===== config.mk =====
export PLATFORM = sky130hd
export DESIGN_NAME = spi_regwr_framer
export DESIGN_NICKNAME = d
export VERILOG_FILES = /design/src/rtl/spi_regwr_pkg.sv /design/src/rtl/spi_regwr_tick.sv /design/src/rtl/spi_regwr_shifter.sv /design/src/rtl/spi_regwr_seq.sv /design/src/rtl/spi_regwr_framer.sv
export SDC_FILE = /design/constraint.sdc
export NUM_CORES = 1
export LEC_CHECK = 0
export CAP_MARGIN = 20
export CORE_MARGIN = 1
export CORE_UTILIZATION = 59
export DETAILED_ROUTE_END_ITERATION = 8
export PLACE_DENSITY = 0.81
export SYNTH_ARGS = -nofsm -noshare
export SYNTH_HDL_FRONTEND = slang
export SYNTH_SLANG_ARGS = --single-unit

===== constraint.sdc =====
create_clock -name clk_i -period 3.8 [get_ports clk_i]
set_input_delay 0.76 -clock clk_i [delete_from_list [all_inputs] [get_ports clk_i]]
set_output_delay 0.76 -clock clk_i [all_outputs]
set_load 0.005 [all_outputs]

===== src/rtl/spi_regwr_pkg.sv =====
package spi_regwr_pkg;
  localparam int unsigned BYTE_W      = 8;
  localparam int unsigned IDX_W       = 8;
  localparam int unsigned VAL_W       = 16;
  localparam int unsigned FRAME_BYTES = 3;
  localparam int unsigned FRAME_W     = FRAME_BYTES * BYTE_W;
  localparam int unsigned BIT_CNT_W   = $clog2(FRAME_W);

  typedef enum logic [1:0] {
    ST_IDLE,
    ST_SHIFT,
    ST_TAIL,
    ST_GAP
  } seq_state_e;

  typedef logic [FRAME_W-1:0] frame_t;

  function automatic frame_t idx_frame(input logic [BYTE_W-1:0] lead,
                                       input logic [IDX_W-1:0]  idx);
    return {lead, {BYTE_W{1'b0}}, idx};
  endfunction

  function automatic frame_t val_frame(input logic [BYTE_W-1:0] lead,
                                       input logic [VAL_W-1:0]  val);
    return {lead, val};
  endfunction
endpackage


===== src/rtl/spi_regwr_tick.sv =====
module spi_regwr_tick #(
  parameter int unsigned HALF_DIV = 4
) (
  input  logic clk_i,
  input  logic rst_ni,
  input  logic run_i,
  output logic tick_o
);
  localparam int unsigned CW = $clog2(HALF_DIV + 1);
  localparam logic [CW-1:0] LAST = CW'(HALF_DIV - 1);

  logic [CW-1:0] cnt_q;

  assign tick_o = run_i && (cnt_q == LAST);

  // counter restarts whenever the sequencer is idle, so phase 0 aligns to acceptance
  always_ff @(posedge clk_i or negedge rst_ni) begin
    if (!rst_ni)               cnt_q <= '0;
    else if (!run_i || tick_o) cnt_q <= '0;
    else                       cnt_q <= cnt_q + 1'b1;
  end
endmodule


===== src/rtl/spi_regwr_shifter.sv =====
module spi_regwr_shifter
  import spi_regwr_pkg::*;
(
  input  logic   clk_i,
  input  logic   rst_ni,
  input  logic   load_i,
  input  frame_t word_i,
  input  logic   shift_i,
  output logic   mosi_o
);
  frame_t sh_q;

  always_ff @(posedge clk_i or negedge rst_ni) begin
    if (!rst_ni)      sh_q <= '0;
    else if (load_i)  sh_q <= word_i;
    else if (shift_i) sh_q <= {sh_q[FRAME_W-2:0], 1'b0};
  end

  assign mosi_o = sh_q[FRAME_W-1];
endmodule


===== src/rtl/spi_regwr_seq.sv =====
module spi_regwr_seq
  import spi_regwr_pkg::*;
#(
  parameter logic [BYTE_W-1:0] IDX_LEAD = 8'h70,
  parameter logic [BYTE_W-1:0] DAT_LEAD = 8'h72
) (
  input  logic             clk_i,
  input  logic             rst_ni,
  input  logic             valid_i,
  input  logic [IDX_W-1:0] idx_i,
  input  logic [VAL_W-1:0] val_i,
  input  logic             tick_i,
  output logic             ready_o,
  output logic             run_o,
  output logic             load_o,
  output frame_t           word_o,
  output logic             shift_o,
  output logic             sclk_o,
  output logic             cs_n_o,
  output logic             done_o
);
  localparam logic [BIT_CNT_W-1:0] LAST_BIT = BIT_CNT_W'(FRAME_W - 1);

  seq_state_e           st_q, st_d;
  logic [BIT_CNT_W-1:0] bit_q, bit_d;
  logic [VAL_W-1:0]     val_q, val_d;
  logic                 sclk_q, sclk_d;
  logic                 cs_q, cs_d;
  logic                 done_q, done_d;
  logic                 dat_q, dat_d;
  logic                 gap_q, gap_d;

  assign ready_o = (st_q == ST_IDLE);
  assign run_o   = (st_q != ST_IDLE);
  assign word_o  = (st_q == ST_IDLE) ? idx_frame(IDX_LEAD, idx_i)
                                     : val_frame(DAT_LEAD, val_q);

  always_comb begin
    st_d    = st_q;
    bit_d   = bit_q;
    val_d   = val_q;
    sclk_d  = sclk_q;
    cs_d    = cs_q;
    done_d  = 1'b0;
    dat_d   = dat_q;
    gap_d   = gap_q;
    load_o  = 1'b0;
    shift_o = 1'b0;
    unique case (st_q)
      ST_IDLE: begin
        if (valid_i) begin
          load_o = 1'b1;
          val_d  = val_i;
          cs_d   = 1'b0;
          bit_d  = '0;
          dat_d  = 1'b0;
          st_d   = ST_SHIFT;
        end
      end
      ST_SHIFT: begin
        if (tick_i) begin
          if (!sclk_q) begin
            sclk_d = 1'b1;
          end else begin
            sclk_d = 1'b0;
            if (bit_q == LAST_BIT) begin
              st_d = ST_TAIL;
            end else begin
              bit_d   = bit_q + 1'b1;
              shift_o = 1'b1;
            end
          end
        end
      end
      ST_TAIL: begin
        if (tick_i) begin
          cs_d = 1'b1;
          if (dat_q) begin
            done_d = 1'b1;
            st_d   = ST_IDLE;
          end else begin
            gap_d = 1'b0;
            st_d  = ST_GAP;
          end
        end
      end
      ST_GAP: begin
        if (tick_i) begin
          if (gap_q) begin
            load_o = 1'b1;
            cs_d   = 1'b0;
            bit_d  = '0;
            dat_d  = 1'b1;
            st_d   = ST_SHIFT;
          end else begin
            gap_d = 1'b1;
          end
        end
      end
      default: st_d = ST_IDLE;
    endcase
  end

  always_ff @(posedge clk_i or negedge rst_ni) begin
    if (!rst_ni) begin
      st_q   <= ST_IDLE;
      bit_q  <= '0;
      val_q  <= '0;
      sclk_q <= 1'b0;
      cs_q   <= 1'b1;
      done_q <= 1'b0;
      dat_q  <= 1'b0;
      gap_q  <= 1'b0;
    end else begin
      st_q   <= st_d;
      bit_q  <= bit_d;
      val_q  <= val_d;
      sclk_q <= sclk_d;
      cs_q   <= cs_d;
      done_q <= done_d;
      dat_q  <= dat_d;
      gap_q  <= gap_d;
    end
  end

  assign sclk_o = sclk_q;
  assign cs_n_o = cs_q;
  assign done_o = done_q;
endmodule


===== src/rtl/spi_regwr_framer.sv =====
module spi_regwr_framer
  import spi_regwr_pkg::*;
#(
  parameter int unsigned       HALF_DIV = 4,
  parameter logic [BYTE_W-1:0] IDX_LEAD = 8'h70,
  parameter logic [BYTE_W-1:0] DAT_LEAD = 8'h72
) (
  input  logic             clk_i,
  input  logic             rst_ni,
  input  logic             req_valid_i,
  output logic             req_ready_o,
  input  logic [IDX_W-1:0] req_idx_i,
  input  logic [VAL_W-1:0] req_val_i,
  output logic             sclk_o,
  output logic             mosi_o,
  output logic             cs_n_o,
  output logic             done_o
);
  logic   run, tick, load, shift;
  frame_t word;

  spi_regwr_tick #(.HALF_DIV(HALF_DIV)) u_tick (
    .clk_i  (clk_i),
    .rst_ni (rst_ni),
    .run_i  (run),
    .tick_o (tick)
  );

  spi_regwr_seq #(.IDX_LEAD(IDX_LEAD), .DAT_LEAD(DAT_LEAD)) u_seq (
    .clk_i   (clk_i),
    .rst_ni  (rst_ni),
    .valid_i (req_valid_i),
    .idx_i   (req_idx_i),
    .val_i   (req_val_i),
    .tick_i  (tick),
    .ready_o (req_ready_o),
    .run_o   (run),
    .load_o  (load),
    .word_o  (word),
    .shift_o (shift),
    .sclk_o  (sclk_o),
    .cs_n_o  (cs_n_o),
    .done_o  (done_o)
  );

  spi_regwr_shifter u_shift (
    .clk_i   (clk_i),
    .rst_ni  (rst_ni),
    .load_i  (load),
    .word_i  (word),
    .shift_i (shift),
    .mosi_o  (mosi_o)
  );
endmodule


==> results of run 1 <==
[stage by stage]
stage | total power [mW] | area [um2] | hold slack [ns] | utilization | cells
after floorplan | 0.599 | 2680 | 0.408 | - | 241
after global placement | 0.638 | 2980 | 0.424 | 0.684 | 315
after detailed placement | 0.638 | 2980 | 0.426 | 0.684 | 315
after CTS | 0.982 | 3080 | 0.438 | 0.707 | 323
after global routing | 1.01 | 3080 | 0.463 | 0.707 | 323
final | 0.969 | 3080 | 0.438 | 0.707 | 323
[kinds of logic (layout without fill, tap and decap cells)]
group / after synthesis / count (layout) / synth area share
AOI/OAI and AO/OA: 58 / 58 / 0.160
xor gates and xnor gates: 3 / 3 / 0.00980
adders and majority gates: 9 / 9 / 0.0420
buffers and inverters: 19 / 49 / 0.0494
DFF: 55 / 55 / 0.514
muxes: 21 / 21 / 0.0863
and+or+nand+nor: 76 / 76 / 0.139
[power groups by stage]
| stage | clock (mW) | combinational (mW) | sequential [mW] |
|---|---|---|---|
| 6_report | 0.344 | 0.0404 | 0.585 |
| 5_1_grt | 0.377 | 0.0451 | 0.585 |
| 4_1_cts | 0.356 | 0.0416 | 0.585 |
| 3_5_place_dp | 0 | 0.0413 | 0.596 |
| 3_3_place_gp | 0 | 0.0416 | 0.596 |
| 2_1_floorplan | 0 | 0.00200 | 0.597 |
[state kept, by name, indices dropped and copies added (netlist names), 2 cells and up]
| register | flops |
|---|---|
| u_tick.cnt_q | 3 |
| u_seq.st_q | 2 |
| u_shift.sh_q | 24 |
| u_seq.val_q | 16 |
| u_seq.bit_q | 5 |
[cell usage after synthesis (2+ instances only)]
cell and instances:
dfrtp_1 54, clkbuf_1 2, buf_2 4, nor2_1 2, nor2b_1 10, a22oi_1 7
inv_1 4, nor3_1 11, buf_6 6, o2bb2ai_1 2, a31oi_1 9, a21oi_1 17
o21ai_0 7, nand4b_1 2, ha_1 9, nand3_1 7, nand2_1 37, buf_4 3
xor2_1 2, o22ai_1 2, mux2i_1 4, mux2_2 17, a211oi_2 7
[routing by layer]
metal | track usage | share of wire
met3 | 0.0363 | 0.027
met1 | 0.294 | 0.47
met2 | 0.361 | 0.49
met5 | 0 | 0
met4 | 0.0998 | 0.015
[worst max-delay path by stage]
stage | from | endpoint | cells past startpoint
finish | u_tick.cnt_q[0]$_DFF_PN0_ | u_shift.sh_q[17]$_DFFE_PN0P_ | 7
global route | u_seq.st_q[1]$_DFFE_PN0P_ | u_shift.sh_q[9]$_DFFE_PN0P_ | 6
CTS | u_seq.st_q[0]$_DFFE_PN0P_ | req_ready_o | 3
detailed placement | req_valid_i | u_shift.sh_q[17]$_DFFE_PN0P_ | 4
global placement | req_valid_i | u_shift.sh_q[17]$_DFFE_PN0P_ | 4
floorplan | u_seq.st_q[0]$_DFFE_PN0P_ | u_shift.sh_q[15]$_DFFE_PN0P_ | 9
[layout make-up]
type / instances / area (um2) / area share
Clock buffer: 8 / 100 / 0.0325
Multi-Input combinational cell: 167 / 1170 / 0.381
Timing Repair Buffer: 37 / 350 / 0.114
Sequential cell: 55 / 1380 / 0.447
Tap cell: 52 / 65.1 / 0.0211
Inverter: 4 / 15.0 / 0.00487
[worst reg2reg max path: stages (launching register included)]
cell and delay, ns:
dfrtp_1 0.36, ha_1 0.15, ha_1 0.35, nor2b_1 0.44
and4_1 0.58, buf_4 0.29, mux2i_1 0.20, o22ai_1 0.09
==> out/results.tsv, run 1 <==
metric	value	unit
synth warn	0	
critical path start-end classification	register to register	
Clk Latency, worst-skew pair	0.31	ns
fin. max-slew vios	0	
H-tree depth	2	
Chip Width	69.4	um
WP data required	3.94	ns
max-cap viol count	0	
most common cell after layout, fill and taps aside	dfrtp_1	
combinational power share	0.042	
endpoints failing hold	0	
area grow syn2layout	14.8	%
R2R Path End	u_shift.sh_q[17]$_DFFE_PN0P_	
post-synthesis sequential area ratio	0.514	
core box area	4350	um2
Hold WC Path Type	register to register	
top-area cell type share of the netlist area	0.504	
antenna-violating nets left	0	
prevailing post-synth register cell	dfrtp_1	
Crit path max-delay family	simple AND/OR/NAND/NOR gates	
CP max stage delay	0.58	ns
internal power	0.776	mW
clk sinks	55	
count of final setup violators	0	
Critical Path Start Type	register	
Critical Path Most Common Cell	ha_1	
Layout Nets	306	
crit path cell chain	ha_1 > ha_1 > nor2b_1 > and4_1 > buf_4 > mux2i_1 > o22ai_1	
async set or reset register ratio after synthesis	1.00	
Clock Tree Buf Depth	2	
routed via count	1852	
Netlist Area Pre-Place	2680	um2
CP Data Arrival Time	2.75	ns
Fin Clk Skew	0.00605	ns
Hold EP	u_tick.cnt_q[0]$_DFF_PN0_	
Clock Power Share	0.355	
detailed placer's ending HPWL	3.33	mm
Final WS setup	1.19	ns
pre-CTS setup slack	1.01	ns
post-synth net total	277	
drt drc	0	
Starting Density	0.616	
unique cell type count in the Yosys netlist	39	
min-delay src	u_tick.cnt_q[0]$_DFF_PN0_	
mean area per synthesized cell	11.1	um2
Die Area	4820	um2
min cycle time layout	2.61	ns
EDFF count, synth	0	
Flop pwr share	0.603	
Power Density	315	nW/um2
initial drt markers	158	
fin crit share	0.686	
die height	69.4	um
worst r2r path cells	7	
Synth Instances	241	
Via density	5.73	
R2R Setup Slk	1.19	ns
clk slew on worst S/H paths	0.09	ns
CTS tree	built	
CTS Hold Bufs	0	
I/O Buffers	31	
RD Place Congestion	0.784	
vias in the first global route	1884	
Tot GR Track Use	0.222	
sw frac	0.200	
diode count	0	
Synth area leaders	dfrtp_1, mux2_2, nand2_1	
CP max stage cell	and4_1	
share of cells above drive strength 1	0.159	
Setup Total Neg Slack	0	ns
Clock Root Buffer	clkbuf_8	
routed wire length	4.76	mm
leak pwr	1.39	nW
standard-cell rows	24	
first-pass GRT wire length	8.53	mm
largest net degree at the start of global routing	45	
CP max FO	14	
fmax	0.384	GHz
status	finished clean	
buffers plus inverters on the worst setup path	1	
Overflow after GRT	0	
Avg WL per Cell	14.7	um
slew margin rel.	0.355	
I/O pin cnt	32	
postcts setup bufs	0	
crit end category	register	
hold depth	1	
# resized after CTS	0	
initial antenna violation count	0	
Net Sw Power	0.193	mW
worst vdd ir	0.225	mV
clock buffer count from CTS	5	
synthesized flop and latch total	55	
most frequent cells in the layout	dfrtp_1, nand2_1, clkdlybuf4s50_1	
cell accounting for the most synthesized area	dfrtp_1	
fillers	304	
TritonRoute pass-1 iters	4	
Reg-to-Reg Start	u_tick.cnt_q[0]$_DFF_PN0_	
RSZ-0062 raised after global routing	no	
Slew @ Worst Pin	0.967	ns
No activity file was read; power rests on OpenSTA's default activity.
==> run 2, diff against run 1 <==
CORE_UTILIZATION = 55   (was 59)
PLACE_DENSITY = 0.76   (was 0.81)
clock period = 2.5 ns   (was 3.8 ns; I/O delays follow)
==> run 2 against run 1 <==
Against the previous run:
- wire length up 4.8%
- global-route usage decreased by 0.12 points
- sequential share of layout area is 1.1 points lower
- sequential power up 52%
- clock skew rose by 0.0014 ns
- via count rose by 3.8%
==> out/results.tsv, run 2 (synthesis results as in run 1) <==
metric	value	unit	change
Regs by FF count	u_shift.sh_q: 24 flops, u_seq.val_q: 16 flops, u_seq.bit_q: 5 flops		unchanged
standard-cell rows	25		was 24
Post-Layout Cell Count	340		was 323
I/O pin cnt	32		unchanged
initial drt markers	153		was 158
Fin Clk Skew	0.00742	ns	was 0.00605 ns
min cycle time layout	2.36	ns	
diode count	0		unchanged
initial antenna violation count	0		unchanged
postcts setup bufs	0		unchanged
RSZ-0062 raised after global routing	no		unchanged
CTS Hold Bufs	0		unchanged
fin. max-slew vios	0		unchanged
vias in the first global route	1881		was 1,884
I/O Buffers	31		unchanged
Starting Density	0.568		was 0.616
fillers	356		was 304
Critical Path Start Type	register		unchanged
most common cell after layout, fill and taps aside	dfrtp_1		unchanged
Slew @ Worst Pin	0.581	ns	was 0.967 ns
clk sinks	55		unchanged
Biggest register	u_shift.sh_q		unchanged
H-tree depth	2		unchanged
core box area	4720	um2	was 4350 um2
Tot GR Track Use	0.221		was 0.222
CP Data Arrival Time	1.86	ns	was 2.75 ns
Clock Tree Buf Depth	2		unchanged
CP max FO	10		was 14
largest net degree at the start of global routing	49		was 45
Chip Width	71.8	um	was 69.4 um
crit end category	primary output		was register
critical path start-end classification	register to primary output		was register to register
endpoints failing hold	0		unchanged
slew margin rel.	0.611		was 0.355
Clock Root Buffer	clkbuf_8		unchanged
Overflow after GRT	0		unchanged
Clk Latency, worst-skew pair	0.31	ns	about the same
routed via count	1923		was 1,852
Setup Total Neg Slack	0	ns	unchanged
Layout Nets	308		was 306
pre-CTS setup slack	0.320	ns	was 1.01 ns
RD Place Congestion	0.795		was 0.784
WP data required	2.00	ns	was 3.94 ns
detailed placer's ending HPWL	3.42	mm	was 3.33 mm
worst vdd ir	0.418	mV	was 0.225 mV
drt drc	0		unchanged
Final WS setup	0.145	ns	was 1.19 ns
die height	71.8	um	was 69.4 um
fmax	0.425	GHz	
first-pass GRT wire length	8.71	mm	was 8.53 mm
leak pwr	1.42	nW	was 1.39 nW
Avg WL per Cell	14.7	um	about the same
antenna-violating nets left	0		unchanged
Reg-to-Reg Start	u_tick.cnt_q[0]$_DFF_PN0_		unchanged
max reg flops	24		unchanged
most frequent cells in the layout	dfrtp_1, nand2_1, clkdlybuf4s50_1		unchanged
routed wire length	4.99	mm	was 4.76 mm
TritonRoute pass-1 iters	4		unchanged
# resized after CTS	0		unchanged
area grow syn2layout	17.7	%	was 14.8%
clk slew on worst S/H paths	0.09	ns	about the same
Die Area	5160	um2	was 4820 um2
max-cap viol count	0		unchanged
Final Util	0.668		was 0.707
CTS tree	built		unchanged
Hold WC Path Type	primary input to async pin		was register to register
clock buffer count from CTS	5		unchanged
count of final setup violators	0		unchanged
Via density	5.66		was 5.73
fin crit share	0.942		
Critical path origin	u_seq.st_q[1]$_DFFE_PN0P_		was u_tick.cnt_q[0]$_DFF_PN0_
share of cells above drive strength 1	0.168		was 0.159
Power Density	494	nW/um2	was 315 nW/um2
status	finished clean		unchanged
Inst Count DP	332		was 315
-- run 2: worst paths after layout --
check	to	cells after the start	slack, ns
setup / recovery	req_ready_o	3	0.14
hold / removal	u_seq.bit_q[2]$_DFFE_PN0P_	1	0.02
setup reg to reg	u_shift.sh_q[5]$_DFFE_PN0P_	7	0.30
hold reg to reg	u_tick.cnt_q[0]$_DFF_PN0_	1	0.44
max in group asynchronous	u_seq.cs_n_o$_DFFE_PN1P_	2	1.90
min in group clk_i	u_tick.cnt_q[0]$_DFF_PN0_	1	0.44
-- run 2: power by group --
group	internal [mW]	total, mW	switching (mW)
Sequential	0.889	0.889	0
Combinational	0.0392	0.0651	0.0259
Clock	0.324	0.604	0.280
Total	1.25	1.56	0.306
-- run 2: metrics by stage --
stage / power [mW] / cell area, um2 / hold WS, ns
after global placement: 0.973 / 3040 / 0.361
after detailed placement: 0.973 / 3040 / 0.365
after global routing: 1.61 / 3160 / 0.0186
final: 1.56 / 3160 / 0.0190
after CTS: 1.58 / 3160 / 0.0181
after floorplan: 0.910 / 2680 / 0.204
-- run 2: routing by layer --
metal	vias up	track usage	part of all wire
li1	919	-	-
met1	941	0.297	0.46
met2	55	0.350	0.48
met3	8	0.0577	0.046
met4	0	0.0741	0.014
met5	-	0	0
-- run 2: critical path: stages (launching register included) --
cell	delay (ns)
dfrtp_1	0.42
inv_1	0.14
ha_1	0.41
clkdlybuf4s50_1	0.58
-- run 2: final cells by class --
type | instances | area [um2] | area share
multi-input combinational | 167 | 1170 | 0.371
timing repair buffer | 39 | 390 | 0.124
tap | 67 | 83.8 | 0.0266
sequential | 55 | 1380 | 0.436
clock buffer | 6 | 82.6 | 0.0262
inverter | 4 | 15.0 | 0.00476
clock inverter | 2 | 35.0 | 0.0111
==> run 3, diff against run 2 <==
REMOVE_ABC_BUFFERS = 1   (was not set)
SLEW_MARGIN = 20   (was not set)
==> run 3 against run 2 <==
Against the previous run:
- clock-buffer cell count down 1
- first-iteration DRC count is 50% lower
- setup slack lost 0.016 ns
- sequential share of layout area is 0.24 points higher
- final cell count is 0.59% higher
- critical path depth rose by 1
- fmax decreased by 0.66%
- critical path type unchanged
- highest routed layer unchanged
==> out/results.tsv, run 3 (synthesis results as in run 1) <==
metric	value	unit	change
status	finished clean		unchanged
WP data required	2.00	ns	about the same
first-pass GRT wire length	8.24	mm	was 8.71 mm
Starting Density	0.568		unchanged
Avg WL per Cell	14.0	um	was 14.7 um
worst vdd ir	0.318	mV	was 0.418 mV
Clock Tree Buf Depth	2		unchanged
routed wire length	4.77	mm	was 4.99 mm
die height	71.8	um	unchanged
crit end category	primary output		unchanged
Clock Root Buffer	clkbuf_8		unchanged
postcts setup bufs	0		unchanged
CP max FO	25		was 10
count of final setup violators	0		unchanged
Biggest register	u_shift.sh_q		unchanged
core box area	4720	um2	unchanged
area post-placement	3040	um2	about the same
endpoints failing hold	0		unchanged
max reg flops	24		unchanged
fmax	0.422	GHz	was 0.425 GHz
TritonRoute pass-1 iters	5		was 4
Post-Layout Cell Count	342		was 340
CP Data Arrival Time	1.87	ns	was 1.86 ns
initial drt markers	76		was 153
slew margin rel.	0.551		was 0.611
I/O pin cnt	32		unchanged
fin crit share	0.948		was 0.942
Setup Total Neg Slack	0	ns	unchanged
antenna-violating nets left	0		unchanged
RD Place Congestion	0.790		was 0.795
Final WS setup	0.129	ns	was 0.145 ns
worst r2r path cells	6		was 7
share of cells above drive strength 1	0.178		was 0.168
min cycle time layout	2.37	ns	was 2.36 ns
diode count	0		unchanged
Reg-to-Reg Start	u_seq.st_q[1]$_DFFE_PN0P_		was u_tick.cnt_q[0]$_DFF_PN0_
Hold WC Path Type	primary input to async pin		unchanged
max-cap viol count	0		unchanged
H-tree depth	2		unchanged
Slew @ Worst Pin	0.674	ns	was 0.581 ns
fin. max-slew vios	0		unchanged
Power Density	462	nW/um2	was 494 nW/um2
standard-cell rows	25		unchanged
CTS Hold Bufs	0		unchanged
detailed placer's ending HPWL	3.26	mm	was 3.42 mm
clk slew on worst S/H paths	0.10	ns	was 0.09 ns
Layout Nets	310		was 308
area grow syn2layout	17.0	%	was 17.7%
largest net degree at the start of global routing	29		was 49
drt drc	0		unchanged
post-route design area	3140	um2	was 3160 um2
initial antenna violation count	0		unchanged
Min Hold Slack	0.207	ns	was 0.0190 ns
Final Util	0.665		was 0.668
Via density	5.56		was 5.66
Clk Latency, worst-skew pair	0.31	ns	about the same
I/O Buffers	31		unchanged
Tot GR Track Use	0.206		was 0.221
vias in the first global route	1851		was 1,881
Overflow after GRT	0		unchanged
Inst Count DP	334		was 332
leak pwr	1.41	nW	was 1.42 nW
Regs by FF count	u_shift.sh_q: 24 flops, u_seq.val_q: 16 flops, u_seq.bit_q: 5 flops		unchanged
CTS tree	built		unchanged
Critical path origin	u_seq.st_q[1]$_DFFE_PN0P_		unchanged
clk sinks	55		unchanged
pre-CTS setup slack	-0.0172	ns	was 0.320 ns
clock buffer count from CTS	5		unchanged
Chip Width	71.8	um	unchanged
Critical Path Start Type	register		unchanged
Die Area	5160	um2	unchanged
critical path start-end classification	register to primary output		unchanged
most frequent cells in the layout	dfrtp_1, nand2_1, clkdlybuf4s50_1		unchanged
routed via count	1903		was 1,923
Tot Pwr	1.45	mW	was 1.56 mW
most common cell after layout, fill and taps aside	dfrtp_1		unchanged
RSZ-0062 raised after global routing	no		unchanged
Fin Clk Skew	0.0103	ns	was 0.00742 ns
-- run 3: cell types whose count changed in the layout (fill, tap and decap cells not counted) --
cell	change
buf_12	-1
buf_4	+2
a21o_1	-1
buf_8	+1
clkbuf_8	-1
bufinv_16	-1
clkinvlp_4	+2
a21o_2	+1
-- run 3: critical path, stage by stage (launching register included) --
cell	delay (ns)
dfrtp_1	0.43
inv_1	0.14
ha_1	0.24
buf_8	0.22
clkdlybuf4s50_1	0.53
-- run 3: layout make-up --
| type | instances | area, um2 |
|---|---|---|
| Inverter | 4 | 15.0 |
| Sequential cell | 55 | 1380 |
| Timing Repair Buffer | 41 | 400 |
| Tap cell | 67 | 83.8 |
| Multi-Input combinational cell | 167 | 1170 |
| Fill cell | 374 | 1580 |
| Clock inverter | 3 | 20.0 |
| Clock buffer | 5 | 68.8 |
-- run 3: report_power, final --
group | leakage, nW | internal [mW] | switching, mW | total, mW
logic | 0.636 | 0.0391 | 0.0264 | 0.0655
clock network | 0.0402 | 0.196 | 0.300 | 0.496
registers | 0.730 | 0.889 | 0 | 0.889
total | 1.41 | 1.12 | 0.326 | 1.45
-- run 3: metal layers --
layer	track usage	part of all wire
met5	0	0
met2	0.345	0.49
met3	0.0380	0.032
met4	0.0697	0.014
met1	0.271	0.46
-- run 3: path summary, 6_finish.rpt --
path,end,slack (ns)
setup / recovery,req_ready_o,0.13
hold / removal,u_tick.cnt_q[2]$_DFF_PN0_,0.21
setup reg to reg,u_shift.sh_q[10]$_DFFE_PN0P_,0.37
hold reg to reg,u_tick.cnt_q[0]$_DFF_PN0_,0.44
max in group asynchronous,u_seq.cs_n_o$_DFFE_PN1P_,1.64
min in group clk_i,u_tick.cnt_q[0]$_DFF_PN0_,0.44
-- run 3: what timing repair did --
action                                  CTS  global route
hold endpoints to repair                  0             0
endpoints found under the setup margin    0             9
gates resized for setup                   0             3
